[src/rtl/wt_pkg.sv]
// Package: shared register select codes for the pulse-shape sample memory.
// Assumes a two-bit host select field; code 3 decodes to no register.
package wt_pkg;
    typedef enum logic [1:0] {
        SEL_ADDR  = 2'd0,
        SEL_DATA  = 2'd1,
        SEL_BCAST = 2'd2,
        SEL_NONE  = 2'd3
    } wt_sel_e;
endpackage

[src/rtl/wt_lane.sv]
// Module: one channel's sample storage with a single write port, a host read
// port and a playback read port. Indexes at or above DEPTH hold no storage:
// writes to them are dropped and reads of them return zero.
// Assumes that the write enable is already qualified by the resets.
module wt_lane #(
    parameter int DEPTH = 24,
    parameter int SW    = 7,
    parameter int PHW   = 5
) (
    input  logic           clk,
    input  logic           por_n,
    input  logic           we_i,
    input  logic [PHW-1:0] widx_i,
    input  logic [SW-1:0]  wdata_i,
    input  logic [PHW-1:0] hidx_i,
    output logic [SW-1:0]  hdata_o,
    input  logic [PHW-1:0] pidx_i,
    output logic [SW-1:0]  pdata_o
);
    localparam logic [PHW:0] LIMIT = (PHW+1)'(DEPTH);

    logic [DEPTH-1:0][SW-1:0] mem_q;
    logic                     w_in_range;

    // Flags a write index that has storage behind it.
    always_comb w_in_range = ({1'b0, widx_i} < LIMIT);

    // Sample storage: cleared by power-up reset, written one entry per cycle.
    always_ff @(posedge clk) begin
        if (!por_n) begin
            mem_q <= '0;
        end else if (we_i && w_in_range) begin
            mem_q[widx_i] <= wdata_i;
        end
    end

    // Host read port, zero outside the storage range.
    always_comb hdata_o = ({1'b0, hidx_i} < LIMIT) ? mem_q[hidx_i] : '0;

    // Playback read port, zero outside the storage range.
    always_comb pdata_o = ({1'b0, pidx_i} < LIMIT) ? mem_q[pidx_i] : '0;

    assert_idle_hold_R5: assert property (@(posedge clk) disable iff (!por_n)
        !we_i |=> $stable(mem_q));

    assert_oob_ignored_R4: assert property (@(posedge clk) disable iff (!por_n)
        (we_i && !w_in_range) |=> $stable(mem_q));
endmodule

[src/rtl/wt_regs.sv]
// Module: host register file. It holds the address register and the held
// sample value, and it decodes host writes into a single-channel data strobe
// or a broadcast strobe. Both resets block host writes. The software reset
// clears only the address register.
// Assumes that host_wdata is valid in the cycle host_wr is high.
module wt_regs
    import wt_pkg::*;
#(
    parameter int NCH = 8,
    parameter int SW  = 7
) (
    input  logic           clk,
    input  logic           por_n,
    input  logic           soft_rst_n,
    input  logic           host_wr,
    input  logic [1:0]     host_sel,
    input  logic [7:0]     host_wdata,
    output logic [7:0]     addr_q,
    output logic [SW-1:0]  data_q,
    output logic           data_we_o,
    output logic           bcast_we_o,
    output logic [NCH-1:0] bcast_mask_o
);
    wt_sel_e sel;
    logic    wr_ok;

    // Decodes the select code and qualifies writes by both resets.
    always_comb begin
        sel          = wt_sel_e'(host_sel);
        wr_ok        = por_n && soft_rst_n && host_wr;
        data_we_o    = wr_ok && (sel == SEL_DATA);
        bcast_we_o   = wr_ok && (sel == SEL_BCAST);
        bcast_mask_o = host_wdata[NCH-1:0];
    end

    // Address register: cleared by either reset, loaded by an address write.
    always_ff @(posedge clk) begin
        if (!por_n || !soft_rst_n) begin
            addr_q <= '0;
        end else if (wr_ok && sel == SEL_ADDR) begin
            addr_q <= host_wdata;
        end
    end

    // Held sample: cleared by power-up reset only, drops reserved bit 7.
    always_ff @(posedge clk) begin
        if (!por_n) begin
            data_q <= '0;
        end else if (data_we_o) begin
            data_q <= host_wdata[SW-1:0];
        end
    end

    assert_addr_cleared_R7: assert property (@(posedge clk) disable iff (!por_n)
        !soft_rst_n |=> (addr_q == 8'h00));

    assert_held_survives_R7: assert property (@(posedge clk) disable iff (!por_n)
        !soft_rst_n |=> $stable(data_q));

    assert_unused_sel_R9: assert property (@(posedge clk) disable iff (!por_n)
        (host_wr && host_sel == 2'd3) |=> ($stable(addr_q) && $stable(data_q)));
endmodule

[src/rtl/wt_top.sv]
// Module: top of the indirect pulse-shape sample memory. It routes the
// decoded host strobes to the per-channel lanes, writing one lane for a data
// write or every masked lane at once for a broadcast, and it muxes host reads.
// Assumes that NCH and DEPTH split the address byte exactly into channel and
// phase fields.
module wt_top
    import wt_pkg::*;
#(
    parameter int NCH   = 8,
    parameter int DEPTH = 24,
    parameter int SW    = 7
) (
    input  logic                      clk,
    input  logic                      por_n,
    input  logic                      soft_rst_n,
    input  logic                      host_wr,
    input  logic [1:0]                host_sel,
    input  logic [7:0]                host_wdata,
    output logic [7:0]                host_rdata,
    input  logic [NCH*$clog2(DEPTH)-1:0] pb_idx,
    output logic [NCH*SW-1:0]         pb_sample
);
    localparam int CHW = $clog2(NCH);
    localparam int PHW = $clog2(DEPTH);

    logic [7:0]           addr_q;
    logic [SW-1:0]        data_q;
    logic                 data_we;
    logic                 bcast_we;
    logic [NCH-1:0]       bcast_mask;
    logic [CHW-1:0]       addr_ch;
    logic [PHW-1:0]       addr_ph;
    logic [SW-1:0]        lane_wd;
    logic [NCH-1:0]       lane_we;
    logic [NCH-1:0][SW-1:0] lane_hdata;
    logic [SW-1:0]        sel_sample;

    wt_regs #(.NCH(NCH), .SW(SW)) u_regs (
        .clk         (clk),
        .por_n       (por_n),
        .soft_rst_n  (soft_rst_n),
        .host_wr     (host_wr),
        .host_sel    (host_sel),
        .host_wdata  (host_wdata),
        .addr_q      (addr_q),
        .data_q      (data_q),
        .data_we_o   (data_we),
        .bcast_we_o  (bcast_we),
        .bcast_mask_o(bcast_mask)
    );

    // Splits the address byte and picks the lane write value.
    always_comb begin
        addr_ch = addr_q[7 -: CHW];
        addr_ph = addr_q[PHW-1:0];
        lane_wd = data_we ? host_wdata[SW-1:0] : data_q;
    end

    for (genvar n = 0; n < NCH; n++) begin : g_lane
        // Lane write: addressed data write or masked broadcast.
        always_comb lane_we[n] = (data_we && addr_ch == CHW'(n)) ||
                                 (bcast_we && bcast_mask[n]);

        wt_lane #(.DEPTH(DEPTH), .SW(SW), .PHW(PHW)) u_lane (
            .clk    (clk),
            .por_n  (por_n),
            .we_i   (lane_we[n]),
            .widx_i (addr_ph),
            .wdata_i(lane_wd),
            .hidx_i (addr_ph),
            .hdata_o(lane_hdata[n]),
            .pidx_i (pb_idx[n*PHW +: PHW]),
            .pdata_o(pb_sample[n*SW +: SW])
        );
    end

    // Selects the addressed channel's sample for the data window.
    always_comb sel_sample = lane_hdata[addr_ch];

    // Host read mux; the broadcast strobe and the unused code read zero.
    always_comb begin
        case (wt_sel_e'(host_sel))
            SEL_ADDR: host_rdata = addr_q;
            SEL_DATA: host_rdata = {{(8-SW){1'b0}}, sel_sample};
            default:  host_rdata = 8'h00;
        endcase
    end
endmodule

[config.mk]
export PLATFORM = sky130hd
export DESIGN_NAME = wt_top
export DESIGN_NICKNAME = d
export VERILOG_FILES = /design/src/rtl/wt_pkg.sv /design/src/rtl/wt_lane.sv /design/src/rtl/wt_regs.sv /design/src/rtl/wt_top.sv
export SDC_FILE = /design/constraint.sdc
export NUM_CORES = 2
export LEC_CHECK = 0
export BUFFER_PORTS_ARGS = -buffer_cell sky130_fd_sc_hd__buf_2
export CAP_MARGIN = 20
export CORE_MARGIN = 1.5
export CORE_UTILIZATION = 64
export DETAILED_ROUTE_END_ITERATION = 6
export HOLD_SLACK_MARGIN = 0.02
export PLACE_DENSITY_LB_ADDON = 0.2
export SLEW_MARGIN = 20
export SYNTH_ARGS = -nofsm -noshare
export SYNTH_HDL_FRONTEND = slang
export SYNTH_SLANG_ARGS = --single-unit
[constraint.sdc]
create_clock -name clk -period 3.3 [get_ports clk]
set_input_delay 0.165 -clock clk [delete_from_list [all_inputs] [get_ports clk]]
set_output_delay 0.165 -clock clk [all_outputs]
set_load 0.05 [all_outputs]
==> impl_metrics.tcl <==
set metrics [dict create \
    fmax_mhz 250 \
    status "finished, violations left" \
    synth.area.top_cells "dfxtp_1 (38%), o211a_1 (19%), mux4_2 (16%), nand2_1 (7.5%), mux2i_1 (7.4%)" \
    fin_skew_ns 0.0265 \
    holdCritPathClass "input port to register" \
    yosys_warnings 0 \
    finalSetupTns_ns -4.25 \
    vdd_drop_max_mv 0.517 \
    async_flop_share_pct 0 \
    grt_max_degree 224 \
    globalplace.congestion 0.975 \
    root_buffer "clkbuf_16" \
    slew_viol_final 0 \
    path_buf_inv 5 \
    hpwl_um 168000 \
    cts_made_buffers 146 \
    syn_avg_cell_area_um2 10.5 \
    design_power_total_w 0.0350 \
    die_h_um 336 \
    antenna_found_initial 16 \
    worst_ep_required_time_ns 3.13 \
    finalWirelength_um 257000 \
    netlist_area_um2 71100 \
    multi_input_area_um2 41000 \
    violations "DRC, setup timing" \
    place_inst 8132 \
    insertion_delay_ns 0.77 \
    initial_core_util_pct 64.4 \
    clock_path_buffers 3 \
    timing.hold.ws_ns 0.101 \
    synth_fa_ha_area_share_pct 0 \
    pin_count 118 \
    nFillCells 7473 \
    cp-start-kind "register" \
    grt_pass1_vias 58373 \
    tightest_slew_ns 1.12 \
    firstDrtPassIters 7 \
    timing.final.ws_setup_ns -0.698 \
    rsz0062_at_grt "yes" \
    route.detailed.wl_per_inst_um 30.2 \
    nets 6948 \
    synthFlopType "dfxtp_1" \
    via_per_inst 7.31 \
    core_um2 110000 \
    critPathTopFamily "compound AO/OA/AOI/OAI gates" \
    setup_viol 7 \
    synth_top_family_by_area "multiplexers" \
    drt_iter0_markers 10155 \
    crit_arrival_ns 3.83 \
    synth_top_area_cell "dfxtp_1" \
    synthDominantCellAreaShare_pct 38.3 \
    rows 122 \
    final_core_util_pct 74.8 \
    cts_htree_levels 4 \
    worst_setup_path_end_kind "primary output" \
    synthXorXnorAreaFrac_pct 0 \
    synth_nets 6845 \
    ant_nets 0 \
    io_buffer_count 117 \
    finalCritPeriodShare_pct 121 \
    worstHoldStart "host_sel[1]" \
    dieArea_um2 113000 \
    critPathKind "register to primary output" \
    regArea_um2 27200 \
    hold_end "u_regs.addr_q[0]$_SDFFE_PP0P_" \
    grt_pass1_wl_um 379000 \
    powerDensity_nw_per_um2 424 \
    ys_seq_area_share_pct 38.3 \
    timing.rr.end "g_lane[1].u_lane.mem_q[73]$_SDFFE_PN0P_" \
    die_w_um 336 \
    worstHoldPathCells 5 \
    rr_startpoint "u_regs.addr_q[0]$_SDFFE_PP0P_" \
    hold_viol 0 \
    cap_violations 0 \
    routed-via-count 62139 \
    reg2reg_depth 10 \
    cts_tree "done" \
    syn_to_final_growth_pct 16.1 \
    instances_no_fill 8505 \
    synth_seq_cells 1359 \
    cp_max_fo 6 \
    cp_slowest_cell "mux4_2" \
    drive_above_1_share_pct 23.5 \
    yosys.cell_types.count 65 \
    synth_edf_count 0 \
    synth-simple-area-share_pct 10.3 \
    grtUsageTotal_pct 44.6 \
    yosys-mux-area-fraction_pct 23.3 \
    synth_compound_area_share_pct 22.7 \
    maxSlewHeadroom_pct 25.2 \
    post-route-min-period_ns 4.00 \
    cts.sinks 1359 \
    regToRegSetupSlack_ns 0.06 \
    clkTransAtPathRegs_ns 0.06 \
    drc_errors 3 \
    synthCells 6791 \
    leakage_nw 44.0 \
    gr-total-overflow 0 \
    cpMostUsedCell "buf_12" \
    crit_chain "buf_12, buf_12, buf_12, buf_12, mux4_2, a22oi_2, nand4_1, a31oi_2, a21oi_2, a22o_4, buf_8" \
    max_stage_delay_ns 0.59 \
]
-- state kept, by name, summed over array words and instances (netlist names) --
| register | flops |
|---|---|
| g_lane.u_lane.mem_q | 1344 |
| u_regs.addr_q | 8 |
| u_regs.data_q | 7 |
-- cell type report --
class                           instances  area share, %
Antenna cell                           10         0.0303
Clock buffer                          223           5.40
Clock inverter                         38          0.587
Inverter                               62          0.282
Multi-Input combinational cell       4596           49.7
Sequential cell                      1359           33.0
Tap cell                             1488           2.26
Timing Repair Buffer                  729           8.76
-- per-stage QoR --
stage               worst slack, ns  instance area [um2]
floorplan                     0.103                71100
global placement             -0.760                75000
detailed placement           -0.750                75000
CTS                          -0.543                82200
global route                 -0.687                82500
finish                       -0.698                82500
-- metal layers --
layer	track usage, %	vias up	wire, um	share of wire, %
met5	0	-	83	0.032
li1	-	25738	-	-
met1	57.6	30589	91000	35
met2	65.5	4739	111000	43
met4	28.4	12	19200	7.5
met3	13.2	1061	35700	14
-- synth_stat cells (all sizes together), types with 2 or more instances --
library cell	number
a2111oi	5
nor2b	11
o2111ai	5
a21boi	4
a32o	5
or3	4
a22o	7
mux2i	522
dfxtp	1359
nand2	1429
o41ai	3
nand4b	3
nor3b	2
a31oi	10
o211ai	5
buf	394
a21oi	25
mux4	502
and2b	2
or2	2
nand2b	13
a22oi	17
or4	11
nor2	260
nor3	16
nor4	26
nand3b	4
o22a	3
a221oi	3
o21ai	48
inv	62
o221ai	3
mux2	5
nand4bb	5
o211a	1344
or4b	4
clkbuf	380
and2	5
nand4	6
o22ai	235
a211oi	21
nand3	11
-- worst register-to-register path, stage by stage (launching register included) --
cell	delay [ns]
dfxtp_4	0.36
buf_4	0.19
buf_8	0.17
bufbuf_16	0.31
and2b_2	0.30
nand2_1	0.51
buf_4	0.40
nor2_1	0.36
buf_4	0.28
nand2_1	0.09
o211a_1	0.16
-- how the worst max path moves through the flow --
stage	start	end	slack, ns	depth (start not counted)
global placement	u_regs.addr_q[3]$_SDFFE_PP0P_	host_rdata[6]	-0.76	11
finish	u_regs.addr_q[0]$_SDFFE_PP0P_	host_rdata[3]	-0.70	11
floorplan	u_regs.addr_q[3]$_SDFFE_PP0P_	host_rdata[2]	0.10	10
CTS	u_regs.addr_q[1]$_SDFFE_PP0P_	host_rdata[5]	-0.54	12
detailed placement	u_regs.addr_q[3]$_SDFFE_PP0P_	host_rdata[6]	-0.75	11
global route	u_regs.addr_q[0]$_SDFFE_PP0P_	host_rdata[3]	-0.69	12
-- cell usage in the layout (no fill, tap or decap), drive strengths merged, types with 4 or more instances in the layout --
cell type    instances
nand2             1429
a211oi              21
or4                 11
a2111oi              5
bufbuf              11
inv                 65
mux2i              522
and2                 5
clkinvlp             7
o211a             1344
a21boi               4
or3                  4
dlygate4sd3         17
clkbuf             224
diode               10
bufinv              10
nand4bb              5
mux2                 5
nor2               260
dfxtp             1359
nor4                26
nor3                16
nand3b               4
o2111ai              5
clkinv              18
a32o                 5
nand3               11
mux4               502
or4b                 4
nand2b              13
o22ai              235
a22oi               17
a22o                 7
buf                700
a31oi               10
nor2b               11
a21oi               25
o211ai               5
nand4                6
o21ai               48
-- power by group --
| part | total, W | switching (W) | internal (W) |
|---|---|---|---|
| logic | 0.00156 | 0.00103 | 0.000530 |
| registers | 0.0164 | 0.0000146 | 0.0164 |
| clock network | 0.0170 | 0.00696 | 0.0101 |
| total | 0.0350 | 0.00800 | 0.0270 |
-- cell families after synthesis --
kind of cell / count (synthesis)
buffers and inverters: 836
AND/OR/NAND/NOR: 1815
AO/OA/AOI/OAI: 1752
multiplexers: 1029
flip-flops: 1359
-- what timing repair did --
action | in CTS | in global routing
cloned | 14 | 1
pin swaps | 52 | 26
resized for setup | 203 | 44
hold endpoints to repair | 46 | 0
hold buffers | 17 | 0
setup buffers | 62 | 18
endpoints found under the setup margin | 7 | 7
Power figures use the tool's default switching activity.
